`config.mk`:
```
export PLATFORM = sky130hd
export DESIGN_NAME = mmio_sideband_bridge
export DESIGN_NICKNAME = d
export VERILOG_FILES = /design/src/rtl/sbb_pkg.sv /design/src/rtl/sbb_xlate.sv /design/src/rtl/sbb_local.sv /design/src/rtl/sbb_match.sv /design/src/rtl/mmio_sideband_bridge.sv
export SDC_FILE = /design/constraint.sdc
export NUM_CORES = 2
export LEC_CHECK = 0
export ABC_CLOCK_PERIOD_IN_PS = 11300
export CORE_AREA = 2 2 498 500
export DETAILED_ROUTE_END_ITERATION = 10
export DIE_AREA = 0 0 500 502
export PLACE_DENSITY = 0.39
export SLEW_MARGIN = 15
export SYNTH_ARGS = -nofsm -noshare
export SYNTH_HDL_FRONTEND = slang
export SYNTH_SLANG_ARGS = --single-unit
```
`constraint.sdc`:
```
create_clock -name clk -period 11.3 [get_ports clk]
set_input_delay 1.695 -clock clk [delete_from_list [all_inputs] [get_ports clk]]
set_output_delay 1.695 -clock clk [all_outputs]
set_load 0.01 [all_outputs]
```
`src/rtl/sbb_pkg.sv`:
```
package sbb_pkg;
  typedef enum logic [0:0] {ST_IDLE, ST_BUSY} sbb_state_e;

  typedef struct packed {
    logic done;
    logic fail;
  } sbb_status_t;
endpackage

```
`src/rtl/sbb_xlate.sv`:
```
// Window check and host-offset to sideband-address folding.
module sbb_xlate #(
  parameter int HADDR_W = 50,
  parameter int WIN_LOG2 = 35,
  parameter int CHIP_W = 6,
  parameter int SB_W = 32,
  parameter int unsigned WIN_BASE_TAG = 'h7f80
) (
  input  logic [HADDR_W-1:0] host_addr,
  input  logic [CHIP_W-1:0]  chip_sel,
  output logic               in_window,
  output logic [SB_W-1:0]    sb_addr
);
  localparam int TAG_W = HADDR_W - WIN_LOG2;

  logic [TAG_W-1:0]    tag;
  logic [WIN_LOG2-1:0] off;
  logic                unused_off_bits;

  assign tag = host_addr[HADDR_W-1:WIN_LOG2];
  assign off = host_addr[WIN_LOG2-1:0];

  assign in_window = (tag == (TAG_W'(WIN_BASE_TAG) + TAG_W'(chip_sel)));
  // upper part shifted by four with low nibble cleared, low nibble from offset/8
  assign sb_addr = SB_W'({off[WIN_LOG2-1:8], off[6:3]});
  assign unused_off_bits = ^{off[7], off[2:0]};
endmodule

```
`src/rtl/sbb_local.sv`:
```
// Housekeeping registers answered without dispatch.
module sbb_local #(
  parameter int SB_W = 32,
  parameter int DATA_W = 64,
  parameter logic [63:0] ID_VALUE = 64'h00C0_FFEE_0000_A5A5
) (
  input  logic [SB_W-1:0]   sb_addr,
  input  logic              is_write,
  output logic              hit,
  output logic [DATA_W-1:0] rdata
);
  localparam logic [SB_W-1:0] A_ID     = SB_W'(32'h000F_000F);
  localparam logic [SB_W-1:0] A_FIR_LO = SB_W'(32'h0101_0C00);
  localparam logic [SB_W-1:0] A_FIR_MK = SB_W'(32'h0101_0C03);
  localparam logic [SB_W-1:0] A_FIR_HI = SB_W'(32'h0101_0C05);
  localparam logic [SB_W-1:0] A_ADU_7  = SB_W'(32'h0202_0007);
  localparam logic [SB_W-1:0] A_ADU_9  = SB_W'(32'h0202_0009);
  localparam logic [SB_W-1:0] A_ADU_F  = SB_W'(32'h0202_000F);
  localparam logic [SB_W-4:0] A_BLK8   = (SB_W-3)'(32'h0201_3F00 >> 3);

  logic adu_hit;
  assign adu_hit = (sb_addr == A_ADU_7) || (sb_addr == A_ADU_9) || (sb_addr == A_ADU_F);

  always_comb begin
    hit   = 1'b0;
    rdata = '0;
    if (is_write) begin
      if ((sb_addr == A_ID) || adu_hit ||
          ((sb_addr >= A_FIR_LO) && (sb_addr <= A_FIR_HI)))
        hit = 1'b1;
    end else begin
      if (sb_addr == A_ID) begin
        hit   = 1'b1;
        rdata = DATA_W'(ID_VALUE);
      end else if ((sb_addr == A_FIR_LO) || (sb_addr == A_FIR_MK) || adu_hit ||
                   (sb_addr[SB_W-1:3] == A_BLK8)) begin
        hit = 1'b1;
      end
    end
  end
endmodule

```
`src/rtl/sbb_match.sv`:
```
// Priority range matcher: lowest slot, then lowest range.
module sbb_match #(
  parameter int N_SLOTS = 3,
  parameter int N_RANGES = 4,
  parameter int SB_W = 32,
  parameter int SLOT_W = 2,
  parameter int RNG_W = 2
) (
  input  logic [SB_W-1:0]                  sb_addr,
  input  logic [N_SLOTS*N_RANGES*SB_W-1:0] rng_base,
  input  logic [N_SLOTS*N_RANGES*SB_W-1:0] rng_size,
  output logic                             hit,
  output logic [SLOT_W-1:0]                slot,
  output logic [RNG_W-1:0]                 rng,
  output logic [SB_W-1:0]                  offset
);
  localparam int N_ENT = N_SLOTS * N_RANGES;

  logic [N_ENT-1:0] claim;
  logic [SB_W-1:0]  delta [N_ENT];

  for (genvar s = 0; s < N_SLOTS; s++) begin : g_slot
    for (genvar r = 0; r < N_RANGES; r++) begin : g_rng
      localparam int K = s * N_RANGES + r;
      logic [SB_W-1:0] base_k, size_k;
      assign base_k   = rng_base[K*SB_W +: SB_W];
      assign size_k   = rng_size[K*SB_W +: SB_W];
      assign delta[K] = sb_addr - base_k;
      assign claim[K] = (size_k != '0) && (sb_addr >= base_k) && (delta[K] < size_k);
    end
  end

  always_comb begin
    hit    = 1'b0;
    slot   = '0;
    rng    = '0;
    offset = '0;
    for (int k = N_ENT - 1; k >= 0; k--) begin
      if (claim[k]) begin
        hit    = 1'b1;
        slot   = SLOT_W'(k / N_RANGES);
        rng    = RNG_W'(k % N_RANGES);
        offset = delta[k];
      end
    end
  end
endmodule

```
`src/rtl/mmio_sideband_bridge.sv`:
```
module mmio_sideband_bridge
  import sbb_pkg::*;
#(
  parameter int N_SLOTS = 3,
  parameter int N_RANGES = 4,
  parameter int CHIP_W = 6,
  parameter int HADDR_W = 50,
  parameter int WIN_LOG2 = 35,
  parameter int SB_W = 32,
  parameter int DATA_W = 64,
  parameter int unsigned WIN_BASE_TAG = 'h7f80,
  parameter logic [63:0] ID_VALUE = 64'h00C0_FFEE_0000_A5A5,
  localparam int SLOT_W = (N_SLOTS > 1) ? $clog2(N_SLOTS) : 1,
  localparam int RNG_W = (N_RANGES > 1) ? $clog2(N_RANGES) : 1
) (
  input  logic                             clk,
  input  logic                             rst,
  input  logic [CHIP_W-1:0]                chip_sel,
  input  logic                             host_valid,
  output logic                             host_ready,
  input  logic                             host_write,
  input  logic [HADDR_W-1:0]               host_addr,
  input  logic [3:0]                       host_size,
  input  logic [DATA_W-1:0]                host_wdata,
  output logic                             rsp_valid,
  output logic                             rsp_done,
  output logic                             rsp_fail,
  output logic [DATA_W-1:0]                rsp_rdata,
  input  logic [N_SLOTS*N_RANGES*SB_W-1:0] tgt_base,
  input  logic [N_SLOTS*N_RANGES*SB_W-1:0] tgt_size,
  output logic [N_SLOTS-1:0]               tgt_req,
  output logic                             tgt_write,
  output logic [RNG_W-1:0]                 tgt_range,
  output logic [SB_W-1:0]                  tgt_offset,
  output logic [DATA_W-1:0]                tgt_wdata,
  input  logic [N_SLOTS-1:0]               tgt_ack,
  input  logic [N_SLOTS-1:0]               tgt_nack,
  input  logic [N_SLOTS*DATA_W-1:0]        tgt_rdata
);
  localparam int ACC_BYTES = DATA_W / 8;

  sbb_state_e       state;
  sbb_status_t      status_q;
  logic [SLOT_W-1:0] busy_slot;

  logic              in_win, loc_hit, m_hit, size_ok, accept;
  logic [SB_W-1:0]   sb_addr, m_off;
  logic [DATA_W-1:0] loc_data, sel_rdata;
  logic [SLOT_W-1:0] m_slot;
  logic [RNG_W-1:0]  m_rng;
  logic              sel_ack, sel_nack;

  sbb_xlate #(
    .HADDR_W(HADDR_W), .WIN_LOG2(WIN_LOG2), .CHIP_W(CHIP_W),
    .SB_W(SB_W), .WIN_BASE_TAG(WIN_BASE_TAG)
  ) u_xlate (
    .host_addr(host_addr), .chip_sel(chip_sel),
    .in_window(in_win), .sb_addr(sb_addr)
  );

  sbb_local #(.SB_W(SB_W), .DATA_W(DATA_W), .ID_VALUE(ID_VALUE)) u_local (
    .sb_addr(sb_addr), .is_write(host_write), .hit(loc_hit), .rdata(loc_data)
  );

  sbb_match #(
    .N_SLOTS(N_SLOTS), .N_RANGES(N_RANGES), .SB_W(SB_W),
    .SLOT_W(SLOT_W), .RNG_W(RNG_W)
  ) u_match (
    .sb_addr(sb_addr), .rng_base(tgt_base), .rng_size(tgt_size),
    .hit(m_hit), .slot(m_slot), .rng(m_rng), .offset(m_off)
  );

  assign host_ready = (state == ST_IDLE);
  assign accept     = host_valid && host_ready;
  assign size_ok    = (host_size == 4'(ACC_BYTES));
  assign sel_ack    = tgt_ack[busy_slot];
  assign sel_nack   = tgt_nack[busy_slot];
  assign sel_rdata  = tgt_rdata[busy_slot*DATA_W +: DATA_W];
  assign rsp_done   = status_q.done;
  assign rsp_fail   = status_q.fail;

  always_ff @(posedge clk) begin
    if (rst) begin
      state      <= ST_IDLE;
      status_q   <= '0;
      rsp_valid  <= 1'b0;
      rsp_rdata  <= '0;
      busy_slot  <= '0;
      tgt_req    <= '0;
      tgt_write  <= 1'b0;
      tgt_range  <= '0;
      tgt_offset <= '0;
      tgt_wdata  <= '0;
    end else begin
      rsp_valid <= 1'b0;
      status_q  <= '0;
      rsp_rdata <= '0;
      case (state)
        ST_IDLE: begin
          if (accept) begin
            if (!size_ok || !in_win) begin
              rsp_valid <= 1'b1;
              status_q  <= '{done: 1'b1, fail: 1'b1};
            end else if (loc_hit) begin
              rsp_valid <= 1'b1;
              status_q  <= '{done: 1'b1, fail: 1'b0};
              rsp_rdata <= loc_data;
            end else if (m_hit) begin
              state      <= ST_BUSY;
              busy_slot  <= m_slot;
              tgt_req    <= N_SLOTS'(1) << m_slot;
              tgt_write  <= host_write;
              tgt_range  <= m_rng;
              tgt_offset <= m_off;
              tgt_wdata  <= host_wdata;
            end else begin
              rsp_valid <= 1'b1;
              status_q  <= '{done: 1'b1, fail: 1'b1};
            end
          end
        end
        ST_BUSY: begin
          if (sel_ack || sel_nack) begin
            state     <= ST_IDLE;
            tgt_req   <= '0;
            rsp_valid <= 1'b1;
            status_q  <= '{done: 1'b1, fail: !sel_ack};
            if (sel_ack && !tgt_write)
              rsp_rdata <= sel_rdata;
          end
        end
        default: state <= ST_IDLE;
      endcase
    end
  end
endmodule

```
==> flow_metrics.tcl <==
set metrics [dict create \
    crit_fanout 15 \
    grt_pass1_wl_microns 458000 \
    async_flop_share_pct 0 \
    hp-class "reg -> reg" \
    synth.largest_area_cell "ha_1" \
    final_max_slew_viol_count 0 \
    via_per_inst 5.07 \
    grt_max_degree 73 \
    synth_cells 5812 \
    antenna_found_initial 193 \
    cts-root-buf "clkbuf_16" \
    yosysTopAreaCellShare_pct 22.9 \
    place_hpwl_microns 314000 \
    synth_flop_cell "dfxtp_1" \
    wire_per_inst_microns 34.4 \
    yosysSeqAreaShare_pct 8.43 \
    grt-ovfl-total 0 \
    synth_nets 7662 \
    cts_buffers 17 \
    worstPathArrival_ps 10730 \
    netSwitchingPower_w 0.00276 \
    core-area_sq_um 245000 \
    synth-edff-count 0 \
    drtIter0Drc 5535 \
    grt_usage_pct 27.0 \
    period_share_pct 91.4 \
    yosysMostFrequentCell "inv_1" \
    synth_top_cells_by_count "inv_1, ha_1, a21oi_1" \
    worstSetupStartpointType "input port" \
    worst_clock_skew_ps 31.0 \
    drive_gt1_share_pct 3.61 \
    avgSynthCellArea_sq_um 6.98 \
    cts_hold_buf 0 \
    clock-sinks 171 \
    finalWorstSetupSlack_ps 975 \
    fp.dieArea_sq_um 251000 \
    min_period_ps 10320 \
    cp-end-kind "flip-flop" \
    worstSetupPathType "in -> reg" \
    drc 0 \
    cts_buffer_depth 2 \
    place_congestion 0.987 \
    worstPathRequired_ps 11700 \
    power_w 0.00507 \
    die_y_microns 502 \
    cts_setup_buffers 0 \
    grt_pass1_vias 50000 \
    clockPowerShare_pct 13.3 \
    relSlewSlack_pct 7.54 \
    clkTransAtPathRegs_ps 90 \
    ys_types 89 \
    syn-cell-area_sq_um 40600 \
    insertion_delay_ps 520 \
    worstMarginPinSlew_ps 1370 \
    seqPwrFrac_pct 11.9 \
    leakagePower_nw 25.9 \
    ctsResizeCount 0 \
    hold_viol 0 \
    fmax_mhz 96.9 \
    port_buffers 1259 \
    setup_viol 0 \
    power.density_nw_per_um2 87.1 \
    p_comb_share_pct 74.8 \
    ant_nets 0 \
    drt-total-wl_microns 356000 \
    ys_warn_count 0 \
    cts-htree-levels 4 \
    synthTopCellsByArea "ha_1, dfxtp_1, inv_1" \
    die_w_microns 500 \
    cts_tree "yes" \
    drv_cap 0 \
    rsz0062_at_grt "no" \
    dp_slack_ps 842 \
    core.rowCount 182 \
    totalNegativeSetupSlack_ps 0 \
    swShare_pct 54.3 \
    start_util_pct 16.5 \
    p_int_w 0.00232 \
    ir_worst_vdd_uv 123 \
    nNetsFinal 8923 \
    outcome "finished clean" \
    area_delta_synth_final_pct 43.6 \
    vias 52500 \
    io_pins 1264 \
    drt_pass1_iterations 6 \
    synth-seq-cells 171 \
]
## power groups by stage
stage          sequential [W]  combinational [W]  clock, W
6_report             0.000602            0.00380  0.000676
5_1_grt              0.000603            0.00403  0.000715
4_1_cts              0.000602            0.00373  0.000699
3_5_place_dp         0.000617            0.00371         0
3_3_place_gp         0.000617            0.00369         0
2_1_floorplan        0.000617            0.00188         0
## critical path, cell delays in order
cell	delay, ps
clkdlybuf4s50_1	840
inv_2	600
ha_1	450
inv_1	70
fa_1	210
nand3_1	120
and2_1	180
or4_1	580
nand2_1	200
a31o_2	240
a21o_1	130
a21oi_1	70
xnor2_1	530
ha_1	230
and3_1	160
nand3_1	100
or4_1	600
a2111oi_0	460
a21o_1	250
a311o_1	490
nand2_1	670
buf_4	390
nor3_1	180
nor2_1	70
a311oi_1	680
o21ai_0	190
a32o_1	240
## logic make-up after synthesis
| family | count (synthesis) | synth area share, % |
|---|---|---|
| and+or+nand+nor | 1598 | 19.2 |
| muxes | 76 | 1.88 |
| DFF | 171 | 8.43 |
| buffers and inverters | 977 | 9.23 |
| adders and majority gates | 756 | 23.5 |
| AOI/OAI and AO/OA | 1900 | 30.5 |
| xor gates and xnor gates | 334 | 7.21 |
## sequential cells by signal, summed over array words and instances, names as in the netlist
| signal | cells |
|---|---|
| rsp_valid | 1 |
| tgt_req | 3 |
| rsp_rdata | 64 |
| rsp_fail | 1 |
| tgt_wdata | 64 |
| tgt_write | 1 |
| tgt_offset | 32 |
| busy_slot | 2 |
| tgt_range | 2 |
| state | 1 |
## layer usage
metal / vias to the layer above / global-route usage [%] / routed length (microns)
met3: 514 / 6.34 / 30400
met4: 78 / 8.48 / 12800
met5: - / 0 / 510
met2: 2762 / 42.1 / 154000
li1: 23700 / - / -
met1: 25400 / 36.4 / 158000
## cell type report
cell class	instances	area (sq um)
inverters	830	3120
clock inverters	15	204
repair buffers	1389	13500
fillers	27500	187000
well taps	3220	4030
diodes	44	110
clock buffers	17	425
flip-flops and latches	171	3430
multi-input cells	4664	33500
## worst paths after layout
path / cells after the start / from / endpoint / slack (ps)
max reg2reg: 6 / busy_slot[1]$_SDFFE_PP0P_ / rsp_rdata[29]$_SDFF_PP0_ / 8280
max: 27 / host_addr[3] / tgt_offset[11]$_SDFFE_PP0P_ / 980
min reg2reg: 2 / tgt_wdata[41]$_SDFFE_PP0P_ / tgt_wdata[41]$_SDFFE_PP0P_ / 460
min: 2 / tgt_wdata[41]$_SDFFE_PP0P_ / tgt_wdata[41]$_SDFFE_PP0P_ / 460
## cell usage in the layout, fill, tap and decap left out, types with 50 or more instances in the layout
cell type and count:
nand2_1 465, clkdlybuf4s50_1 1228, xnor2_1 220, nor4_1 127
nor2_1 377, buf_4 129, o21a_1 71, o211ai_1 50
nand2b_1 59, nor3_1 86, nand4_1 126, o21ai_0 313
a21o_1 254, mux2i_1 73, ha_1 744, dfxtp_1 169
inv_1 828, nand3_1 104, a21oi_1 612, nor2b_1 55
a31oi_1 55, xor2_1 114, a211oi_1 77
## stage by stage
stage | instance area, sq um | std cells | hold WS, ps | util (%)
floorplan | 40600 | 5812 | 463 | -
global placement | 57500 | 10300 | 450 | 23.5
detailed placement | 57500 | 10300 | 449 | 23.5
CTS | 58200 | 10300 | 463 | 23.7
global route | 58200 | 10300 | 480 | 23.7
finish | 58300 | 10400 | 460 | 23.8
No activity file was read; power rests on OpenSTA's default activity.
